[src/rtl/zdet_pkg.sv]
package zdet_pkg;

  // Classification of one clock cycle as seen by the run logic
  typedef enum logic [1:0] {
    FR_IDLE = 2'd0,  // no strobe: nothing happens
    FR_ZERO = 2'd1,  // strobed, both channels zero
    FR_LIVE = 2'd2   // strobed, some channel nonzero
  } frame_kind_e;

  function automatic frame_kind_e classify(input logic stb, input logic both_zero);
    if (!stb)      return FR_IDLE;
    if (both_zero) return FR_ZERO;
    return FR_LIVE;
  endfunction

endpackage

[src/rtl/zdet_word_zero.sv]
module zdet_word_zero #(
  parameter int SAMPLE_W = 24
) (
  input  logic [SAMPLE_W-1:0] word_i,
  output logic                zero_o
);

  function automatic logic all_clear(input logic [SAMPLE_W-1:0] w);
    return (w == '0);
  endfunction

  assign zero_o = all_clear(word_i);

endmodule

[src/rtl/zdet_run_counter.sv]
module zdet_run_counter
  import zdet_pkg::*;
#(
  parameter int RUN_FRAMES = 8192,
  localparam int CNT_W = $clog2(RUN_FRAMES + 1)
) (
  input  logic             clk,
  input  logic             rst,
  input  frame_kind_e      kind_i,
  output logic [CNT_W-1:0] count_o,
  output logic             reach_o   // this frame completes (or keeps) a full run
);

  localparam logic [CNT_W-1:0] RUN_END = CNT_W'(RUN_FRAMES);

  // Saturating step: zero frames climb to RUN_END, live frames restart
  function automatic logic [CNT_W-1:0] count_next(input frame_kind_e k,
                                                  input logic [CNT_W-1:0] cur);
    case (k)
      FR_ZERO: return (cur == RUN_END) ? cur : cur + 1'b1;
      FR_LIVE: return '0;
      default: return cur;
    endcase
  endfunction

  logic [CNT_W-1:0] count_q;
  logic [CNT_W-1:0] count_d;

  assign count_d = count_next(kind_i, count_q);
  assign reach_o = (kind_i == FR_ZERO) && (count_d == RUN_END);
  assign count_o = count_q;

  always_ff @(posedge clk) begin
    if (rst) count_q <= '0;
    else     count_q <= count_d;
  end


  count_bounded_chk: assert property (@(posedge clk) disable iff (rst)
    count_q <= RUN_END);


  live_restart_chk: assert property (@(posedge clk) disable iff (rst)
    (kind_i == FR_LIVE) |=> (count_q == '0));


  idle_hold_count_chk: assert property (@(posedge clk) disable iff (rst)
    (kind_i == FR_IDLE) |=> $stable(count_q));


  reset_clear_count_chk: assert property (@(posedge clk)
    rst |=> (count_q == '0));

endmodule

[src/rtl/zdet_flag_reg.sv]
module zdet_flag_reg
  import zdet_pkg::*;
(
  input  logic        clk,
  input  logic        rst,
  input  frame_kind_e kind_i,
  input  logic        reach_i,
  output logic        flag_o
);

  logic flag_q;

  always_ff @(posedge clk) begin
    if (rst) begin
      flag_q <= 1'b0;
    end else begin
      case (kind_i)
        FR_ZERO: flag_q <= reach_i;
        FR_LIVE: flag_q <= 1'b0;
        default: flag_q <= flag_q;
      endcase
    end
  end

  assign flag_o = flag_q;


  live_drops_flag_chk: assert property (@(posedge clk) disable iff (rst)
    (kind_i == FR_LIVE) |=> !flag_q);


  idle_hold_flag_chk: assert property (@(posedge clk) disable iff (rst)
    (kind_i == FR_IDLE) |=> $stable(flag_q));


  reset_clear_flag_chk: assert property (@(posedge clk)
    rst |=> !flag_q);

endmodule

[src/rtl/stereo_zero_detect.sv]
module stereo_zero_detect
  import zdet_pkg::*;
#(
  parameter int SAMPLE_W   = 24,
  parameter int RUN_FRAMES = 8192,
  localparam int CHANNELS  = 2,
  localparam int CNT_W     = $clog2(RUN_FRAMES + 1)
) (
  input  logic                       clk,
  input  logic                       rst,
  input  logic                       frame_stb,
  input  logic signed [SAMPLE_W-1:0] left_word,
  input  logic signed [SAMPLE_W-1:0] right_word,
  output logic                       zero_flag
);

  localparam logic [CNT_W-1:0] RUN_END = CNT_W'(RUN_FRAMES);

  logic [SAMPLE_W-1:0] chan_word [CHANNELS];
  logic [CHANNELS-1:0] chan_zero;

  assign chan_word[0] = left_word;
  assign chan_word[1] = right_word;

  for (genvar ch = 0; ch < CHANNELS; ch++) begin : g_chan
    zdet_word_zero #(.SAMPLE_W(SAMPLE_W)) u_zero (
      .word_i (chan_word[ch]),
      .zero_o (chan_zero[ch])
    );
  end

  // Named internal events, visible to the assertions
  logic        frame_all_zero;
  frame_kind_e frame_kind;
  logic [CNT_W-1:0] run_count;
  logic        run_full;

  assign frame_all_zero = &chan_zero;
  assign frame_kind     = classify(frame_stb, frame_all_zero);

  zdet_run_counter #(.RUN_FRAMES(RUN_FRAMES)) u_count (
    .clk     (clk),
    .rst     (rst),
    .kind_i  (frame_kind),
    .count_o (run_count),
    .reach_o (run_full)
  );

  zdet_flag_reg u_flag (
    .clk     (clk),
    .rst     (rst),
    .kind_i  (frame_kind),
    .reach_i (run_full),
    .flag_o  (zero_flag)
  );


  rise_at_full_run_chk: assert property (@(posedge clk) disable iff (rst)
    $rose(zero_flag) |-> (run_count == RUN_END));


  flag_matches_count_chk: assert property (@(posedge clk) disable iff (rst)
    zero_flag == (run_count == RUN_END));


  stays_high_chk: assert property (@(posedge clk) disable iff (rst)
    (zero_flag && frame_kind == FR_ZERO) |=> zero_flag);

endmodule

[config.mk]
export PLATFORM = sky130hd
export DESIGN_NAME = stereo_zero_detect
export DESIGN_NICKNAME = d
export VERILOG_FILES = /design/src/rtl/zdet_pkg.sv /design/src/rtl/zdet_word_zero.sv /design/src/rtl/zdet_run_counter.sv /design/src/rtl/zdet_flag_reg.sv /design/src/rtl/stereo_zero_detect.sv
export SDC_FILE = /design/constraint.sdc
export NUM_CORES = 1
export LEC_CHECK = 0
export BUFFER_PORTS_ARGS = -buffer_cell sky130_fd_sc_hd__buf_2
export CORE_UTILIZATION = 44
export DETAILED_ROUTE_END_ITERATION = 7
export GPL_TIMING_DRIVEN = 0
export PLACE_DENSITY = 0.79
export SLEW_MARGIN = 0
export SYNTH_ARGS = -nofsm -noshare
export SYNTH_HDL_FRONTEND = slang
export SYNTH_SLANG_ARGS = --single-unit
[constraint.sdc]
create_clock -name clk -period 2.05 [get_ports clk]
set_input_delay 0.205 -clock clk [delete_from_list [all_inputs] [get_ports clk]]
set_output_delay 0.205 -clock clk [all_outputs]
set_load 0.02 [all_outputs]
==> flow_summary.yaml <==
place:
  routabilityCongestion: 0.891
  portBuffers: 51
  dp.cells: 204
  placed_area_um2: 1300
  dp.final_hpwl_mm: 2.26
synth:
  synth_edf_count: 0
  synth_seq_cells: 15
  synth_area_leader_cell: "dfxtp_1"
  synthArstFlopShare: 0
  postSynthCellCount: 126
  yosysWarnings: 0
  synth_top_flop_cell: "dfxtp_1"
  synth_seq_area_share: 0.298
  netlist_area_um2: 1010
  synth_area_leaders: "dfxtp_1 (30%), xnor2_1 (9.6%), nor4_1 (7.4%), nor2_1 (6.3%), nand4_1 (3.7%)"
  synth_fp_nets: 179
  synth_cell_type_count: 37
  synth.avg_cell_area_um2: 8.00
  netlist.area_leader.share: 0.298
clocking:
  clock_sinks: 15
  cts.root.buffer_cell: "clkbuf_4"
  cts_tree: "done"
  cts_buffer_depth: 2
  htreeDepth: 1
  cts_buffers: 3
  clk_latency_ns: 0.30
  clk_pin_slew_ns: 0.09
worst_setup_path:
  worstSetupEndpointType: "flip-flop"
  critPathLaunch: "u_count.count_o[0]$_SDFF_PP0_"
  critPathKind: "flip-flop to flip-flop"
  start_kind: "flip-flop"
  worstReg2RegStart: "u_count.count_o[0]$_SDFF_PP0_"
  rrSetupSlack_ns: 0.07
  worstPathMaxFanout: 5
  reg2regPathDepth: 9
  critical_path_required_ns: 2.29
  critPathArrivalTime_ns: 2.22
  r2r_end: "u_flag.flag_o$_SDFFE_PP0N_"
sta:
  setup_violations: 0
  fin_worst_skew_ns: 0.00354
  worstMarginPinSlew_ns: 0.462
  hold_violations: 0
  max_slew_margin: 0.692
  drv_slew: 0
  setup_tns_ns: 0
  post-route-min-period_ns: 1.98
  fmax_mhz: 505
  min_period_over_period: 0.966
grt:
  overflow: 0
  grt_use_total: 0.239
  grt_start_max_net_pins: 11
  grt_pass1_wl_mm: 4.53
  grt_antenna_before_repair: 0
  grt_pass1_vias: 1150
final_layout:
  instances_no_fill: 210
  drive_above_1_share: 0.432
  design_area_um2: 1390
  nets: 237
  utilization: 0.673
  antenna_cells: 0
  syn_to_final_growth_pct: 37.6
route:
  avgRoutedWirePerCell_um: 13.3
  wl_mm: 2.80
  drtIter0Drc: 61
  viasPerCell: 5.54
  remaining_drc_errors: 0
  first_pass_iters: 4
  dr_total_vias: 1164
  detail-route-antenna-nets: 0
floorplanning:
  start_util: 0.489
  core-area_um2: 2060
  die_w_um: 49.9
  die_area_um2: 2490
  die_h_um: 49.9
  io_pins: 52
  std_cell_rows: 16
hold_path:
  holdPathEnd: "u_count.count_o[1]$_SDFF_PP0_"
  holdPathStages: 2
  min-delay-start: "rst"
  hold_path_class: "input port to flip-flop"
pwr:
  p_leak_nw: 0.579
  power_mw: 0.550
  p_sw_mw: 0.136
  clockPowerShare: 0.326
  p_int_mw: 0.414
  p_seq_frac: 0.534
  pwr_density_cell_nw_per_um2: 397
  pwr-share-comb: 0.141
  switching_share: 0.247
  irDropWorstVdd_mv: 0.518
run:
  maxCapViolCount: 0
status:
  outcome: "finished, final reports clean"
cell usage after synthesis, types with 2 or more instances:
library cell	instances
a21oi_1	2
and3_1	2
and4_1	3
buf_6	3
dfxtp_1	15
ha_1	2
inv_1	3
nand2_1	9
nand2b_1	2
nand3_1	7
nand4_1	6
nor2_1	17
nor3_1	5
nor3b_1	2
nor4_1	12
o21ai_0	3
or3_1	2
xnor2_1	11
xor2_1	2
final cells by class:
| cell class | count | area [um2] |
|---|---|---|
| buffer | 6 | 47.5 |
| clock buffer | 4 | 26.3 |
| fill | 176 | 674 |
| inverter | 3 | 11.3 |
| multi-input combinational | 102 | 692 |
| sequential | 15 | 307 |
| tap | 27 | 33.8 |
| timing repair buffer | 53 | 270 |
kinds of logic (layout without fill, tap and decap cells):
| group | after synthesis | after routing | synth area share |
|---|---|---|---|
| AND/OR/NAND/NOR | 76 | 76 | 0.428 |
| adder cells (fa/ha/maj) | 2 | 2 | 0.0248 |
| buffers and inverters | 9 | 66 | 0.0583 |
| XOR/XNOR | 13 | 13 | 0.113 |
| flip-flops | 15 | 15 | 0.298 |
| AO/OA/AOI/OAI | 11 | 11 | 0.0782 |
per-stage QoR:
step | hold slack, ns | worst slack, ns
final | 0.100 | 0.0698
after global routing | 0.116 | -0.0202
after CTS | 0.0978 | 0.0235
after detailed placement | 0.426 | -0.0289
after global placement | 0.410 | 0.0462
after floorplan | 0.277 | 0.277
cell usage in the layout, fill, tap and decap left out, types with 2 or more instances in the layout:
cell type / instances
buf_2: 52
nor2_1: 17
nor4_1: 12
dfxtp_1: 12
xnor2_1: 10
nand2_1: 9
nand3_1: 7
nand4_1: 6
inv_1: 3
and4_1: 3
buf_6: 3
nor3_1: 3
o21ai_0: 3
clkbuf_4: 3
nand2b_1: 2
clkbuf_1: 2
xor2_1: 2
and3_1: 2
nor3_2: 2
or3_1: 2
a21oi_1: 2
ha_2: 2
buf_4: 2
dfxtp_2: 2
worst max-delay path by stage:
stage	end	slack [ns]	depth (start not counted)
after global placement	u_flag.flag_o$_SDFFE_PP0N_	0.05	8
final	u_flag.flag_o$_SDFFE_PP0N_	0.07	9
after floorplan	u_flag.flag_o$_SDFFE_PP0N_	0.28	8
after detailed placement	u_flag.flag_o$_SDFFE_PP0N_	-0.03	8
after global routing	u_flag.flag_o$_SDFFE_PP0N_	-0.02	9
after CTS	u_flag.flag_o$_SDFFE_PP0N_	0.02	9
repair_timing:
action                                  CTS  global route
resized for setup                         5             7
endpoints found under the setup margin    1             1
buffers inserted                          0             2
hold buffers                              0             0
pin swaps                                 1             4
critical path, stage by stage (launching register included):
cell and delay (ns):
dfxtp_4 0.38, inv_1 0.06, ha_2 0.18, nor4b_4 0.21, nand4_1 0.23, and2_4 0.23
xnor2_2 0.16, nand4_1 0.12, a21oi_1 0.17, a41o_1 0.18
power groups by stage:
stage / Combinational [mW] / Clock, mW / Sequential, mW
6_report: 0.0773 / 0.179 / 0.294
3_5_place_dp: 0.0723 / 0 / 0.301
4_1_cts: 0.0741 / 0.185 / 0.294
5_1_grt: 0.0854 / 0.190 / 0.294
2_1_floorplan: 0.0191 / 0 / 0.300
3_3_place_gp: 0.0684 / 0 / 0.300
flip-flops by register name (all words and copies together) (netlist names):
name	flops
u_count.count_o	14
u_flag.flag_o	1
metal layers:
metal  vias up  GRT usage  share of wire
met5         -          0              0
met4         0      0.124         0.0089
met3         5     0.0525          0.064
met2        50      0.435           0.53
met1       534      0.255           0.40
li1        575          -              -
(Power assumes the default switching activity.)
